### src/rtl/sram_ctrl_pkg.sv
`timescale 1ns/1ps
package sram_ctrl_pkg;

  typedef enum logic [2:0] {
    ST_IDLE  = 3'd0,
    ST_RD    = 3'd1,
    ST_WR    = 3'd2,
    ST_WTAIL = 3'd3,
    ST_HZ    = 3'd4
  } phase_e;

  function automatic int ns2cyc(int lim_ns, int clk_ps);
    int c;
    c = (lim_ns * 1000 + clk_ps - 1) / clk_ps;
    return (c < 1) ? 1 : c;
  endfunction

  function automatic int imax(int a, int b);
    return (a > b) ? a : b;
  endfunction

endpackage

### src/rtl/sram_phase_timer.sv
`timescale 1ns/1ps
module sram_phase_timer #(
  parameter int CNT_W = 4
) (
  input  logic             clk_i,
  input  logic             rst_ni,
  input  logic             load_i,
  input  logic [CNT_W-1:0] load_val_i,
  output logic             done_o
);
  logic [CNT_W-1:0] cnt_q;

  always_ff @(posedge clk_i or negedge rst_ni) begin
    if (!rst_ni)           cnt_q <= '0;
    else if (load_i)       cnt_q <= load_val_i;
    else if (cnt_q != '0)  cnt_q <= cnt_q - 1'b1;
  end

  assign done_o = (cnt_q == '0);
endmodule

### src/rtl/sram_ctrl_fsm.sv
`timescale 1ns/1ps
module sram_ctrl_fsm
  import sram_ctrl_pkg::*;
#(
  parameter int RD_CYC   = 14,
  parameter int WP_CYC   = 12,
  parameter int TAIL_CYC = 2,
  parameter int HZ_CYC   = 5,
  parameter int CNT_W    = 4
) (
  input  logic             clk_i,
  input  logic             rst_ni,
  input  logic             req_valid_i,
  input  logic             req_we_i,
  input  logic             done_i,
  output phase_e           state_q_o,
  output phase_e           state_d_o,
  output logic             load_o,
  output logic [CNT_W-1:0] load_val_o,
  output logic             accept_o,
  output logic             capture_o
);
  localparam logic [CNT_W-1:0] RD_LD = CNT_W'(RD_CYC - 1);
  localparam logic [CNT_W-1:0] WP_LD = CNT_W'(WP_CYC - 1);
  localparam logic [CNT_W-1:0] TL_LD = CNT_W'(TAIL_CYC - 1);
  localparam logic [CNT_W-1:0] HZ_LD = CNT_W'(HZ_CYC - 1);

  phase_e state_q, state_d;

  always_comb begin
    state_d    = state_q;
    load_o     = 1'b0;
    load_val_o = '0;
    accept_o   = 1'b0;
    capture_o  = 1'b0;
    unique case (state_q)
      ST_IDLE: if (req_valid_i) begin
        accept_o = 1'b1;
        load_o   = 1'b1;
        if (req_we_i) begin
          state_d    = ST_WR;
          load_val_o = WP_LD;
        end else begin
          state_d    = ST_RD;
          load_val_o = RD_LD;
        end
      end
      ST_RD: if (done_i) begin
        state_d    = ST_HZ;
        load_o     = 1'b1;
        load_val_o = HZ_LD;
        capture_o  = 1'b1;
      end
      ST_WR: if (done_i) begin
        state_d    = ST_WTAIL;
        load_o     = 1'b1;
        load_val_o = TL_LD;
      end
      ST_WTAIL: if (done_i) state_d = ST_IDLE;
      ST_HZ:    if (done_i) state_d = ST_IDLE;
      default:  state_d = ST_IDLE;
    endcase
  end

  always_ff @(posedge clk_i or negedge rst_ni) begin
    if (!rst_ni) state_q <= ST_IDLE;
    else         state_q <= state_d;
  end

  assign state_q_o = state_q;
  assign state_d_o = state_d;
endmodule

### src/rtl/sram_lane_mux.sv
`timescale 1ns/1ps
module sram_lane_mux #(
  parameter int LANES = 2,
  localparam int DW   = LANES * 8
) (
  input  logic [LANES-1:0] strobe_be_i,
  input  logic             active_i,
  input  logic [LANES-1:0] mask_be_i,
  input  logic [DW-1:0]    raw_i,
  output logic [LANES-1:0] be_n_o,
  output logic [DW-1:0]    masked_o
);
  for (genvar g = 0; g < LANES; g++) begin : g_lane
    assign be_n_o[g]        = ~(active_i & strobe_be_i[g]);
    assign masked_o[g*8 +: 8] = mask_be_i[g] ? raw_i[g*8 +: 8] : 8'h00;
  end
endmodule

### src/rtl/sram_cycle_ctrl.sv
`timescale 1ns/1ps
module sram_cycle_ctrl
  import sram_ctrl_pkg::*;
#(
  parameter int ADDR_W    = 18,
  parameter int CLK_PS    = 5000,
  parameter int T_RC_NS   = 70,
  parameter int T_AA_NS   = 70,
  parameter int T_ACE_NS  = 70,
  parameter int T_OE_NS   = 35,
  parameter int T_WP_NS   = 50,
  parameter int T_WC_NS   = 70,
  parameter int T_AW_NS   = 60,
  parameter int T_DW_NS   = 30,
  parameter int T_OHZ_NS  = 25,
  parameter int T_WHZ_NS  = 25
) (
  input  logic              clk_i,
  input  logic              rst_ni,
  input  logic              req_valid_i,
  output logic              req_ready_o,
  input  logic              req_we_i,
  input  logic [ADDR_W-1:0] req_addr_i,
  input  logic [1:0]        req_be_i,
  input  logic [15:0]       req_wdata_i,
  output logic              rsp_valid_o,
  output logic [15:0]       rsp_rdata_o,
  output logic [ADDR_W-1:0] sram_addr_o,
  output logic              sram_ce1_n_o,
  output logic              sram_ce2_o,
  output logic              sram_we_n_o,
  output logic              sram_oe_n_o,
  output logic              sram_ub_n_o,
  output logic              sram_lb_n_o,
  output logic [15:0]       sram_dq_o,
  output logic              sram_dq_oe_o,
  input  logic [15:0]       sram_dq_i
);
  localparam int LANES    = 2;
  localparam int RD_CYC   = imax(imax(ns2cyc(T_RC_NS, CLK_PS), ns2cyc(T_AA_NS, CLK_PS)),
                                 imax(ns2cyc(T_ACE_NS, CLK_PS), ns2cyc(T_OE_NS, CLK_PS)));
  localparam int WP_CYC   = imax(ns2cyc(T_WP_NS, CLK_PS),
                                 imax(ns2cyc(T_AW_NS, CLK_PS), ns2cyc(T_DW_NS, CLK_PS)));
  localparam int TAIL_CYC = imax(1, ns2cyc(T_WC_NS, CLK_PS) - WP_CYC);
  localparam int HZ_CYC   = imax(ns2cyc(T_OHZ_NS, CLK_PS), ns2cyc(T_WHZ_NS, CLK_PS));
  localparam int MAX_CYC  = imax(imax(RD_CYC, WP_CYC), imax(TAIL_CYC, HZ_CYC));
  localparam int CNT_W    = $clog2(MAX_CYC + 1);

  phase_e           state_q, state_d;
  logic             load, done, accept, capture;
  logic [CNT_W-1:0] load_val;

  sram_phase_timer #(.CNT_W(CNT_W)) u_timer (
    .clk_i, .rst_ni, .load_i(load), .load_val_i(load_val), .done_o(done)
  );

  sram_ctrl_fsm #(
    .RD_CYC(RD_CYC), .WP_CYC(WP_CYC), .TAIL_CYC(TAIL_CYC), .HZ_CYC(HZ_CYC), .CNT_W(CNT_W)
  ) u_fsm (
    .clk_i, .rst_ni, .req_valid_i, .req_we_i, .done_i(done),
    .state_q_o(state_q), .state_d_o(state_d), .load_o(load), .load_val_o(load_val),
    .accept_o(accept), .capture_o(capture)
  );

  logic [ADDR_W-1:0] addr_q;
  logic [15:0]       wdata_q, rdata_q, rd_masked;
  logic [LANES-1:0]  be_q, be_nxt, be_n_d, be_n_q;
  logic              ce1_n_q, ce2_q, we_n_q, oe_n_q, dq_oe_q, rsp_q;
  logic              rd_nxt, wr_nxt, act_nxt;

  // strobes are registered from the next phase so no decode glitch reaches the pins
  assign rd_nxt  = (state_d == ST_RD);
  assign wr_nxt  = (state_d == ST_WR);
  assign act_nxt = rd_nxt | wr_nxt;
  assign be_nxt  = accept ? req_be_i : be_q;

  sram_lane_mux #(.LANES(LANES)) u_lanes (
    .strobe_be_i(be_nxt), .active_i(act_nxt), .mask_be_i(be_q), .raw_i(sram_dq_i),
    .be_n_o(be_n_d), .masked_o(rd_masked)
  );

  always_ff @(posedge clk_i or negedge rst_ni) begin
    if (!rst_ni) begin
      ce1_n_q <= 1'b1;
      ce2_q   <= 1'b0;
      we_n_q  <= 1'b1;
      oe_n_q  <= 1'b1;
      dq_oe_q <= 1'b0;
      be_n_q  <= '1;
      addr_q  <= '0;
      wdata_q <= '0;
      be_q    <= '0;
      rdata_q <= '0;
      rsp_q   <= 1'b0;
    end else begin
      ce1_n_q <= ~act_nxt;
      ce2_q   <= act_nxt;
      we_n_q  <= ~wr_nxt;
      oe_n_q  <= ~rd_nxt;
      dq_oe_q <= wr_nxt | (state_d == ST_WTAIL);
      be_n_q  <= be_n_d;
      rsp_q   <= capture;
      if (accept) begin
        addr_q  <= req_addr_i;
        wdata_q <= req_wdata_i;
        be_q    <= req_be_i;
      end
      if (capture) rdata_q <= rd_masked;
    end
  end

  assign req_ready_o  = (state_q == ST_IDLE);
  assign rsp_valid_o  = rsp_q;
  assign rsp_rdata_o  = rdata_q;
  assign sram_addr_o  = addr_q;
  assign sram_ce1_n_o = ce1_n_q;
  assign sram_ce2_o   = ce2_q;
  assign sram_we_n_o  = we_n_q;
  assign sram_oe_n_o  = oe_n_q;
  assign sram_ub_n_o  = be_n_q[1];
  assign sram_lb_n_o  = be_n_q[0];
  assign sram_dq_o    = wdata_q;
  assign sram_dq_oe_o = dq_oe_q;
endmodule

### config.mk
export PLATFORM = sky130hd
export DESIGN_NAME = sram_cycle_ctrl
export DESIGN_NICKNAME = d
export VERILOG_FILES = /design/src/rtl/sram_ctrl_pkg.sv /design/src/rtl/sram_phase_timer.sv /design/src/rtl/sram_ctrl_fsm.sv /design/src/rtl/sram_lane_mux.sv /design/src/rtl/sram_cycle_ctrl.sv
export SDC_FILE = /design/constraint.sdc
export NUM_CORES = 1
export LEC_CHECK = 0
export BUFFER_PORTS_ARGS = -buffer_cell sky130_fd_sc_hd__buf_2
export CELL_PAD_IN_SITES_DETAIL_PLACEMENT = 1
export CELL_PAD_IN_SITES_GLOBAL_PLACEMENT = 2
export CORE_MARGIN = 4
export CORE_UTILIZATION = 30
export CTS_CLUSTER_DIAMETER = 30
export CTS_CLUSTER_SIZE = 20
export DETAILED_ROUTE_END_ITERATION = 7
export PLACE_DENSITY_LB_ADDON = 0.1
export SYNTH_ARGS = -nofsm -noshare
export SYNTH_HDL_FRONTEND = slang
export SYNTH_SLANG_ARGS = --single-unit
### constraint.sdc
create_clock -name clk_i -period 4.6 [get_ports clk_i]
set_clock_uncertainty 0.1 [all_clocks]
set_input_delay 0.92 -clock clk_i [delete_from_list [all_inputs] [get_ports clk_i]]
set_output_delay 0.92 -clock clk_i [all_outputs]
set_load 0.005 [all_outputs]
==> results.py, run 1 <==
metrics = {
    "status": {
        "status": "completed",
    },
    "synth": {
        "avgSynthCellArea_um2": 9.72,
        "syn-cell-area_um2": 2810,
        "synthFlopType": "dfrtp_1",
        "synth_top_area_share_pct": 55.3,
        "synth_cell_types": 37,
        "ys_seq_elements": 67,
        "yosysTopAreaCell": "dfrtp_1",
        "synth_edf_count": 0,
        "ys_async_sr_fraction_pct": 100,
        "synth.most_common_cell": "nand2_1",
        "syn-instance-count": 289,
        "ys_seq_area_share_pct": 59.9,
        "synth_nets": 346,
        "ys_warn_count": 0,
        "netlist_top_cells_count": "nand2_1 (122), dfrtp_1 (62), inv_1 (19), mux2i_1 (18), clkbuf_1 (8)",
        "ys_top_cells_by_area": "dfrtp_1 (55%), nand2_1 (16%), mux2i_1 (6.4%)",
    },
    "pwr": {
        "power_leakage_uw": 0.00199,
        "power_uw": 2370,
        "power-per-cell-area_nw_per_um2": 643,
        "max-vdd-ir-drop_mv": 0.241,
    },
    "drt": {
        "drcViolationCount": 0,
        "wl_per_cell_um": 14.3,
        "first_iter_violations": 62,
        "drt-pass1-iter-count": 4,
        "via_per_inst": 4.47,
        "vias": 2309,
        "wl_mm": 7.41,
        "final_antenna_net_count": 0,
    },
    "grt": {
        "grt_pass1_wl_mm": 12.6,
        "grt_max_degree": 44,
        "antenna_found_initial": 0,
        "first_global_vias": 2462,
        "grt-ovfl-total": 0,
        "track_usage_pct": 14.3,
    },
    "sta": {
        "fin_tns_setup_ns": 0,
        "fin_crit_sh_pct": 55.0,
        "rsz0062_at_grt": "false",
        "max_freq_mhz": 395,
        "maxSlewHeadroom_pct": 28.5,
        "hold_viol": 0,
        "tightest_slew_ns": 1.07,
        "maxSlewViolCount": 0,
        "timing.final.crit_period_ns": 2.53,
        "setup_viol": 0,
    },
    "floorplan": {
        "start_util_pct": 30.5,
        "dieHeight_um": 105,
        "rows": 35,
        "dieArea_um2": 11000,
        "coreArea_um2": 9200,
        "fp.dieW_um": 105,
        "io_pins": 115,
    },
    "cells_and_area": {
        "nNetsFinal": 458,
        "area_growth_pct": 31.5,
        "diodes": 0,
        "final_util_pct": 40.1,
        "final_cell_count_no_fill": 517,
        "final_layout_size_suffix_gt1_share_pct": 35.2,
    },
    "setup_path": {
        "slowest_delay_ns": 0.91,
        "cp_max_fo": 18,
        "cp-end-kind": "register",
        "critPathRequiredTime_ns": 4.75,
        "path_cells": "inv_1 -> ha_1 -> nor3b_2 -> and2_1 -> mux2i_1",
        "path_buf_inv": 1,
        "critPathTopFamily": "simple AND/OR/NAND/NOR gates",
        "critPathArrivalTime_ns": 2.68,
        "crit_type": "register to register",
        "cp-start-kind": "register",
        "cpMaxStageDelayCell": "and2_1",
    },
    "clock_tree": {
        "clk_latency_ns": 0.33,
        "cts_hold_buf": 0,
        "cts_resized": 0,
        "clock-root-buffer": "clkbuf_8",
        "ctsHtreeMaxLevel": 3,
        "clock_sinks": 67,
        "path_clk_slew_ns": 0.07,
        "clock_path_buffers": 2,
        "post_cts_buffers": 0,
        "tritoncts": "done",
        "numCtsBuffers": 9,
    },
    "placement": {
        "gp_congestion": 0.689,
        "dp.cells": 501,
        "hpwl_mm": 5.37,
        "port-buffer-count": 114,
    },
    "job": {
        "cap_violations": 0,
    },
    "min_path": {
        "hold_class": "register to register",
    },
}
[cells by family (layout without fill, tap and decap cells)]
logic type	Yosys count	count (layout)	share of synthesized area, %
fa+ha+maj	1	1	0.446
compound gates	13	13	3.34
buf+inv	36	153	5.35
simple gates	150	150	22.9
mux	21	21	7.75
flops	67	67	59.9
xor+xnor	1	1	0.312
[cell type report]
type	instances	area [µm²]
multi-input cells	186	983
repair buffers	117	593
well taps	111	139
fillers	1102	5500
clock inverters	4	73.8
inverters	20	75.1
flip-flops and latches	67	1680
clock buffers	12	145
[state kept, by name, summed over array words and instances (netlist names)]
| signal | count |
|---|---|
| be_q | 2 |
| sram_we_n_o | 1 |
| sram_ce2_o | 1 |
| rsp_rdata_o | 16 |
| sram_dq_oe_o | 1 |
| rsp_valid_o | 1 |
| sram_ce1_n_o | 1 |
| u_fsm.state_q_o | 3 |
| sram_addr_o | 18 |
| sram_oe_n_o | 1 |
| sram_dq_o | 16 |
| u_timer.cnt_q | 4 |
| be_n_q | 2 |
[worst min-delay path, cell delays in order, from the launching register on]
cell and delay [ns]:
dfrtp_1 0.33, nand2_1 0.05, nand2_1 0.06
[path summary, 6_finish.rpt]
kind | slack [ns] | cells after the start | from | end
setup / recovery | 2.07 | 5 | u_timer.cnt_q[0]$_DFFE_PN0P_ | rsp_rdata_o[14]$_DFFE_PN0P_
hold / removal | 0.37 | 2 | sram_dq_o[4]$_DFFE_PN0P_ | sram_dq_o[4]$_DFFE_PN0P_
setup reg to reg | 2.07 | 5 | u_timer.cnt_q[0]$_DFFE_PN0P_ | rsp_rdata_o[14]$_DFFE_PN0P_
hold reg to reg | 0.37 | 2 | sram_dq_o[4]$_DFFE_PN0P_ | sram_dq_o[4]$_DFFE_PN0P_
max in group asynchronous | 2.80 | 2 | rst_ni | sram_ce1_n_o$_DFF_PN1_
min in group asynchronous | 0.64 | 1 | rst_ni | sram_addr_o[4]$_DFFE_PN0P_
[through the flow]
step                      hold WS [ns]  cell area, µm²  setup slack (ns)
after floorplan                  0.370            2810              2.53
after global placement           0.353            3470              1.93
after detailed placement         0.357            3470              1.84
after CTS                        0.372            3690              1.96
after global routing             0.388            3690              1.78
final                            0.367            3690              2.07
[where the power goes]
group	leakage (µW)	internal [µW]	total (µW)	switching (µW)
Clock	0.000111	321	539	218
Combinational	0.00109	390	793	403
Sequential	0.000795	864	1040	177
Total	0.00199	1570	2370	798
[layer usage]
metal | GRT usage (%) | routed length, µm | vias up
met3 | 5.31 | 488 | 8
met5 | 0 | 0 | -
met2 | 21.8 | 3470 | 65
met4 | 4.78 | 81 | 0
li1 | - | - | 1137
met1 | 18.7 | 3370 | 1099
[layout by cell type, fill, tap and decap left out, types with 3 or more instances in the layout]
| cell | netlist | final |
|---|---|---|
| a21oi_1 | 4 | 4 |
| buf_2 | 6 | 114 |
| buf_4 | 2 | 3 |
| clkbuf_8 | 0 | 10 |
| dfrtp_1 | 62 | 62 |
| dfstp_2 | 5 | 5 |
| inv_1 | 19 | 19 |
| mux2i_1 | 18 | 18 |
| nand2_1 | 122 | 122 |
| nand2b_1 | 3 | 3 |
| nand3_1 | 3 | 3 |
| nor2_1 | 4 | 4 |
| or3_1 | 4 | 4 |
(Power assumes the default switching activity.)
==> inputs of run 2 (changes only) <==
--- a/config.mk
+++ b/config.mk
@@ -9,7 +9,7 @@
 export CELL_PAD_IN_SITES_DETAIL_PLACEMENT = 1
 export CELL_PAD_IN_SITES_GLOBAL_PLACEMENT = 2
 export CORE_MARGIN = 4
-export CORE_UTILIZATION = 30
+export CORE_UTILIZATION = 28
 export CTS_CLUSTER_DIAMETER = 30
 export CTS_CLUSTER_SIZE = 20
 export DETAILED_ROUTE_END_ITERATION = 7
==> constraint.sdc (replaced) <==
create_clock -name clk_i -period 2.5 [get_ports clk_i]
set_clock_uncertainty 0.1 [all_clocks]
set_input_delay 0.5 -clock clk_i [delete_from_list [all_inputs] [get_ports clk_i]]
set_output_delay 0.5 -clock clk_i [all_outputs]
set_load 0.005 [all_outputs]
==> results.py, run 2 (same netlist as run 1, synthesis figures left out) <==
metrics = {
    "status": {
        "status": "completed",
    },
    "sta": {
        "fin_crit_sh_pct": 83.8,
        "rsz0062_at_grt": "false",
        "hold_viol": 0,
        "max_freq_mhz": 478,
        "maxSlewViolCount": 0,
        "setup_viol": 0,
        "maxSlewHeadroom_pct": 64.7,
        "tightest_slew_ns": 0.530,
        "timing.final.crit_period_ns": 2.09,
        "fin_tns_setup_ns": 0,
    },
    "pwr": {
        "max-vdd-ir-drop_mv": 0.502,
        "power-per-cell-area_nw_per_um2": 1160,
        "power_leakage_uw": 0.00201,
        "power_uw": 4400,
    },
    "drt": {
        "wl_mm": 7.44,
        "first_iter_violations": 86,
        "drt-pass1-iter-count": 4,
        "wl_per_cell_um": 13.7,
        "final_antenna_net_count": 0,
        "via_per_inst": 4.27,
        "vias": 2315,
        "drcViolationCount": 0,
    },
    "placement": {
        "post_dp_cell_area_um2": 3550,
        "hpwl_mm": 5.31,
        "gp_congestion": 0.707,
        "port-buffer-count": 114,
        "dp.cells": 525,
    },
    "clock_tree": {
        "cts_hold_buf": 1,
        "tritoncts": "done",
        "numCtsBuffers": 9,
        "clk_latency_ns": 0.35,
        "clock_path_buffers": 2,
        "post_cts_buffers": 0,
        "path_clk_slew_ns": 0.08,
        "ctsHtreeMaxLevel": 3,
        "clock-root-buffer": "clkbuf_8",
        "cts_resized": 0,
        "clock_sinks": 67,
    },
    "setup_path": {
        "cp-end-kind": "register",
        "critPathRequiredTime_ns": 2.64,
        "critPathTopFamily": "simple AND/OR/NAND/NOR gates",
        "path_cells": "inv_1 -> ha_1 -> or3b_1 -> mux2_4 -> a2111oi_2",
        "crit_type": "register to register",
        "regToRegEndpoint": "u_timer.cnt_q[1]$_DFFE_PN0P_",
        "critPathArrivalTime_ns": 2.23,
        "cp_max_fo": 7,
        "critical_path.reg2reg.startpoint": "u_timer.cnt_q[0]$_DFFE_PN0P_",
        "reg2reg_slack_ns": 0.41,
        "path_buf_inv": 1,
        "worstRegToRegCells": 5,
        "cp-start-kind": "register",
        "slowest_delay_ns": 0.49,
        "cpMaxStageDelayCell": "or3b_1",
    },
    "cells_and_area": {
        "largest_reg_flops": 18,
        "fill_cells": 1205,
        "final_layout_size_suffix_gt1_share_pct": 35.9,
        "mostFrequentLayoutCells": "nand2_1 (122), buf_2 (114), dfrtp_1 (62)",
        "nNetsFinal": 461,
        "area_growth_pct": 35.0,
        "final_common_cell": "nand2_1",
        "final_cell_count_no_fill": 542,
        "postLayoutCellArea_um2": 3790,
        "diodes": 0,
    },
    "grt": {
        "grt_pass1_wl_mm": 12.0,
        "grt-ovfl-total": 0,
        "antenna_found_initial": 0,
        "track_usage_pct": 13.3,
        "grt_max_degree": 50,
        "first_global_vias": 2337,
    },
    "min_path": {
        "hold_path_end": "sram_dq_o[12]$_DFFE_PN0P_",
        "holdCritStartpoint": "req_wdata_i[12]",
        "hold_class": "input pin to register",
        "hold_path_depth": 3,
    },
    "floorplan": {
        "io_pins": 115,
        "fp.dieW_um": 108,
        "dieArea_um2": 11700,
        "coreArea_um2": 9770,
        "start_util_pct": 28.7,
        "rows": 36,
        "dieHeight_um": 108,
    },
    "job": {
        "cap_violations": 0,
    },
}
run 2: cell types whose count changed in the layout (fill, tap and decap cells not counted), sizes merged:
| cell | delta |
|---|---|
| clkinvlp | +2 |
| buf | +2 |
| dlygate4sd3 | +1 |
| clkbuf | -2 |
run 2: routing by layer:
layer	part of all wire [%]	track usage [%]	up-vias
li1	-	-	1141
met5	0	0	-
met2	49	21.8	55
met4	1.4	4.87	0
met1	44	16.6	1110
met3	5.9	3.82	9
run 2: worst max path at each step:
| stage | startpoint | to | slack (ns) | cells past startpoint |
|---|---|---|---|---|
| finish | u_timer.cnt_q[0]$_DFFE_PN0P_ | u_timer.cnt_q[1]$_DFFE_PN0P_ | 0.41 | 5 |
| global route | u_timer.cnt_q[0]$_DFFE_PN0P_ | u_timer.cnt_q[1]$_DFFE_PN0P_ | 0.24 | 5 |
| CTS | u_timer.cnt_q[0]$_DFFE_PN0P_ | u_timer.cnt_q[1]$_DFFE_PN0P_ | 0.39 | 5 |
| detailed placement | u_timer.cnt_q[0]$_DFFE_PN0P_ | u_timer.cnt_q[1]$_DFFE_PN0P_ | 0.40 | 5 |
| global placement | u_timer.cnt_q[0]$_DFFE_PN0P_ | u_timer.cnt_q[1]$_DFFE_PN0P_ | 0.47 | 5 |
| floorplan | u_timer.cnt_q[0]$_DFFE_PN0P_ | u_timer.cnt_q[1]$_DFFE_PN0P_ | 0.54 | 6 |
run 2: where the power goes:
part / switching, µW / total [µW] / internal (µW)
combinational: 738 / 1480 / 738
clock: 427 / 1020 / 588
sequential: 324 / 1910 / 1590
total: 1490 / 4400 / 2920
run 2: stage by stage:
step	hold WS [ns]	utilization (%)	setup slack, ns
2_1_floorplan	0.104	-	0.544
3_3_place_gp	0.351	36.4	0.467
3_5_place_dp	0.358	36.4	0.400
4_1_cts	0.214	38.8	0.390
5_1_grt	0.224	38.8	0.239
6_report	0.238	38.8	0.406
run 2: final cells by class:
type                            instances  area [µm²]  area share (%)
Sequential cell                        67        1680            44.4
Multi-Input combinational cell        186         983            25.9
Timing Repair Buffer                  120         656            17.3
Tap cell                              133         166            4.39
Clock buffer                           10         138            3.63
Clock inverter                          6        88.8            2.34
Inverter                               20        75.1            1.98
run 2: worst reg2reg max path, stage by stage (launching register included):
cell and delay, ns:
dfrtp_1 0.40, inv_1 0.10, ha_1 0.22, or3b_1 0.49, mux2_4 0.34, a2111oi_2 0.34
==> inputs of run 3 (changes only) <==
==> constraint.sdc (replaced) <==
create_clock -name clk_i -period 2.14 [get_ports clk_i]
set_clock_uncertainty 0.1 [all_clocks]
set_input_delay 0.428 -clock clk_i [delete_from_list [all_inputs] [get_ports clk_i]]
set_output_delay 0.428 -clock clk_i [all_outputs]
set_load 0.005 [all_outputs]
==> results.py, run 3 (same netlist as run 1, synthesis figures left out) <==
metrics = {
    "floorplan": {
        "dieHeight_um": 108,
        "dieArea_um2": 11700,
        "rows": 36,
        "start_util_pct": 28.7,
        "fp.dieW_um": 108,
        "io_pins": 115,
        "coreArea_um2": 9770,
    },
    "clock_tree": {
        "clk_latency_ns": 0.33,
        "clock-root-buffer": "clkbuf_8",
        "cts_resized": 0,
        "numCtsBuffers": 9,
        "tritoncts": "done",
        "clock_sinks": 67,
        "clock_path_buffers": 2,
        "ctsHtreeMaxLevel": 3,
        "post_cts_buffers": 0,
        "path_clk_slew_ns": 0.07,
        "cts_hold_buf": 1,
    },
    "drt": {
        "first_iter_violations": 59,
        "wl_met1_mm": 3.31,
        "drcViolationCount": 0,
        "vias": 2372,
        "highest_layer": "met4",
        "wl_per_cell_um": 13.8,
        "dr_wl_met2_mm": 3.78,
        "via_per_inst": 4.32,
        "final_antenna_net_count": 0,
        "wl_mm": 7.60,
        "dr_wl_met3_um": 442,
        "drt-pass1-iter-count": 4,
    },
    "setup_path": {
        "path_buf_inv": 1,
        "cp-start-kind": "register",
        "critPathTopFamily": "simple AND/OR/NAND/NOR gates",
        "cp-end-kind": "register",
        "crit_type": "register to register",
        "cpMaxStageDelayCell": "or3b_1",
        "slowest_delay_ns": 0.42,
        "path_cells": "inv_1 -> ha_1 -> or3b_1 -> mux2_4 -> a2111oi_2",
        "critPathArrivalTime_ns": 2.14,
        "cp_max_fo": 5,
        "critPathRequiredTime_ns": 2.26,
    },
    "grt": {
        "track_usage_pct": 13.6,
        "grt_max_degree": 31,
        "antenna_found_initial": 0,
        "grt_pass1_wl_mm": 12.3,
        "first_global_vias": 2521,
        "grt-ovfl-total": 0,
    },
    "sta": {
        "max_freq_mhz": 496,
        "rsz0062_at_grt": "false",
        "timing.final.crit_period_ns": 2.01,
        "fin_tns_setup_ns": 0,
        "maxSlewViolCount": 0,
        "setup_viol": 0,
        "tightest_slew_ns": 0.592,
        "hold_viol": 0,
        "fin_crit_sh_pct": 94.1,
        "maxSlewHeadroom_pct": 60.4,
    },
    "pwr": {
        "power_uw": 5220,
        "power_leakage_uw": 0.00205,
        "max-vdd-ir-drop_mv": 0.435,
        "power-per-cell-area_nw_per_um2": 1360,
    },
    "placement": {
        "port-buffer-count": 114,
        "dp.cells": 532,
        "gp_congestion": 0.713,
        "hpwl_mm": 5.61,
    },
    "cells_and_area": {
        "final_util_pct": 39.3,
        "multi_input_area_um2": 983,
        "final_cell_count_no_fill": 549,
        "area_growth_pct": 36.9,
        "diodes": 0,
        "final_layout_size_suffix_gt1_share_pct": 36.8,
        "nNetsFinal": 468,
        "seq_area_um2": 1680,
        "final_common_cell": "nand2_1",
        "fill_cells": 1173,
        "mostFrequentLayoutCells": "nand2_1 (122), buf_2 (114), dfrtp_1 (62)",
        "largest_reg_flops": 18,
    },
    "min_path": {
        "hold_class": "input pin to register",
    },
    "status": {
        "status": "completed",
    },
    "job": {
        "cap_violations": 0,
    },
}
[run 3: worst reg2reg max path, delay by kind of cell, from the launching register on]
family,cells,cell delay (ns)
buffers and inverters,1,0.11
adders and majority gates,1,0.23
and+or+nand+nor,1,0.42
AOI/OAI and AO/OA,1,0.33
muxes,1,0.32
DFF,1,0.40
[run 3: area by class of cell]
cell class	instances	share of cell area [%]
clock inverter	4	1.89
multi-input combinational	186	25.6
inverter	20	1.95
tap	133	4.33
sequential	67	43.8
clock buffer	12	4.04
timing repair buffer	127	18.4
[run 3: metrics by stage]
stage               instance area [µm²]  hold slack (ns)  setup WS [ns]
CTS                                3840            0.154          0.110
finish                             3840            0.178          0.125
global route                       3840            0.168        0.00493
detailed placement                 3610            0.317          0.128
floorplan                          2810           0.0324          0.184
global placement                   3610            0.313          0.215
[run 3: worst paths after layout]
kind / startpoint / endpoint / slack, ns / cells after the start
max: u_timer.cnt_q[0]$_DFFE_PN0P_ / u_timer.cnt_q[1]$_DFFE_PN0P_ / 0.13 / 5
min: req_addr_i[11] / sram_addr_o[11]$_DFFE_PN0P_ / 0.18 / 3
max reg2reg: u_timer.cnt_q[0]$_DFFE_PN0P_ / u_timer.cnt_q[1]$_DFFE_PN0P_ / 0.13 / 5
min reg2reg: sram_addr_o[10]$_DFFE_PN0P_ / sram_addr_o[10]$_DFFE_PN0P_ / 0.37 / 2
max in group asynchronous: rst_ni / sram_addr_o[5]$_DFFE_PN0P_ / 0.80 / 3
min in group asynchronous: rst_ni / rsp_rdata_o[3]$_DFFE_PN0P_ / 0.49 / 2
[run 3: per-layer routing]
metal  GRT usage [%]  up-vias
li1                -     1153
met1            17.2     1154
met2            22.7       60
met3            3.52        5
met4            4.60        0
met5               0        -
[run 3: power breakdown]
| part | switching (µW) | internal, µW | leakage [µW] |
|---|---|---|---|
| combinational | 921 | 902 | 0.00114 |
| clock | 478 | 719 | 0.000113 |
| sequential | 342 | 1860 | 0.000795 |
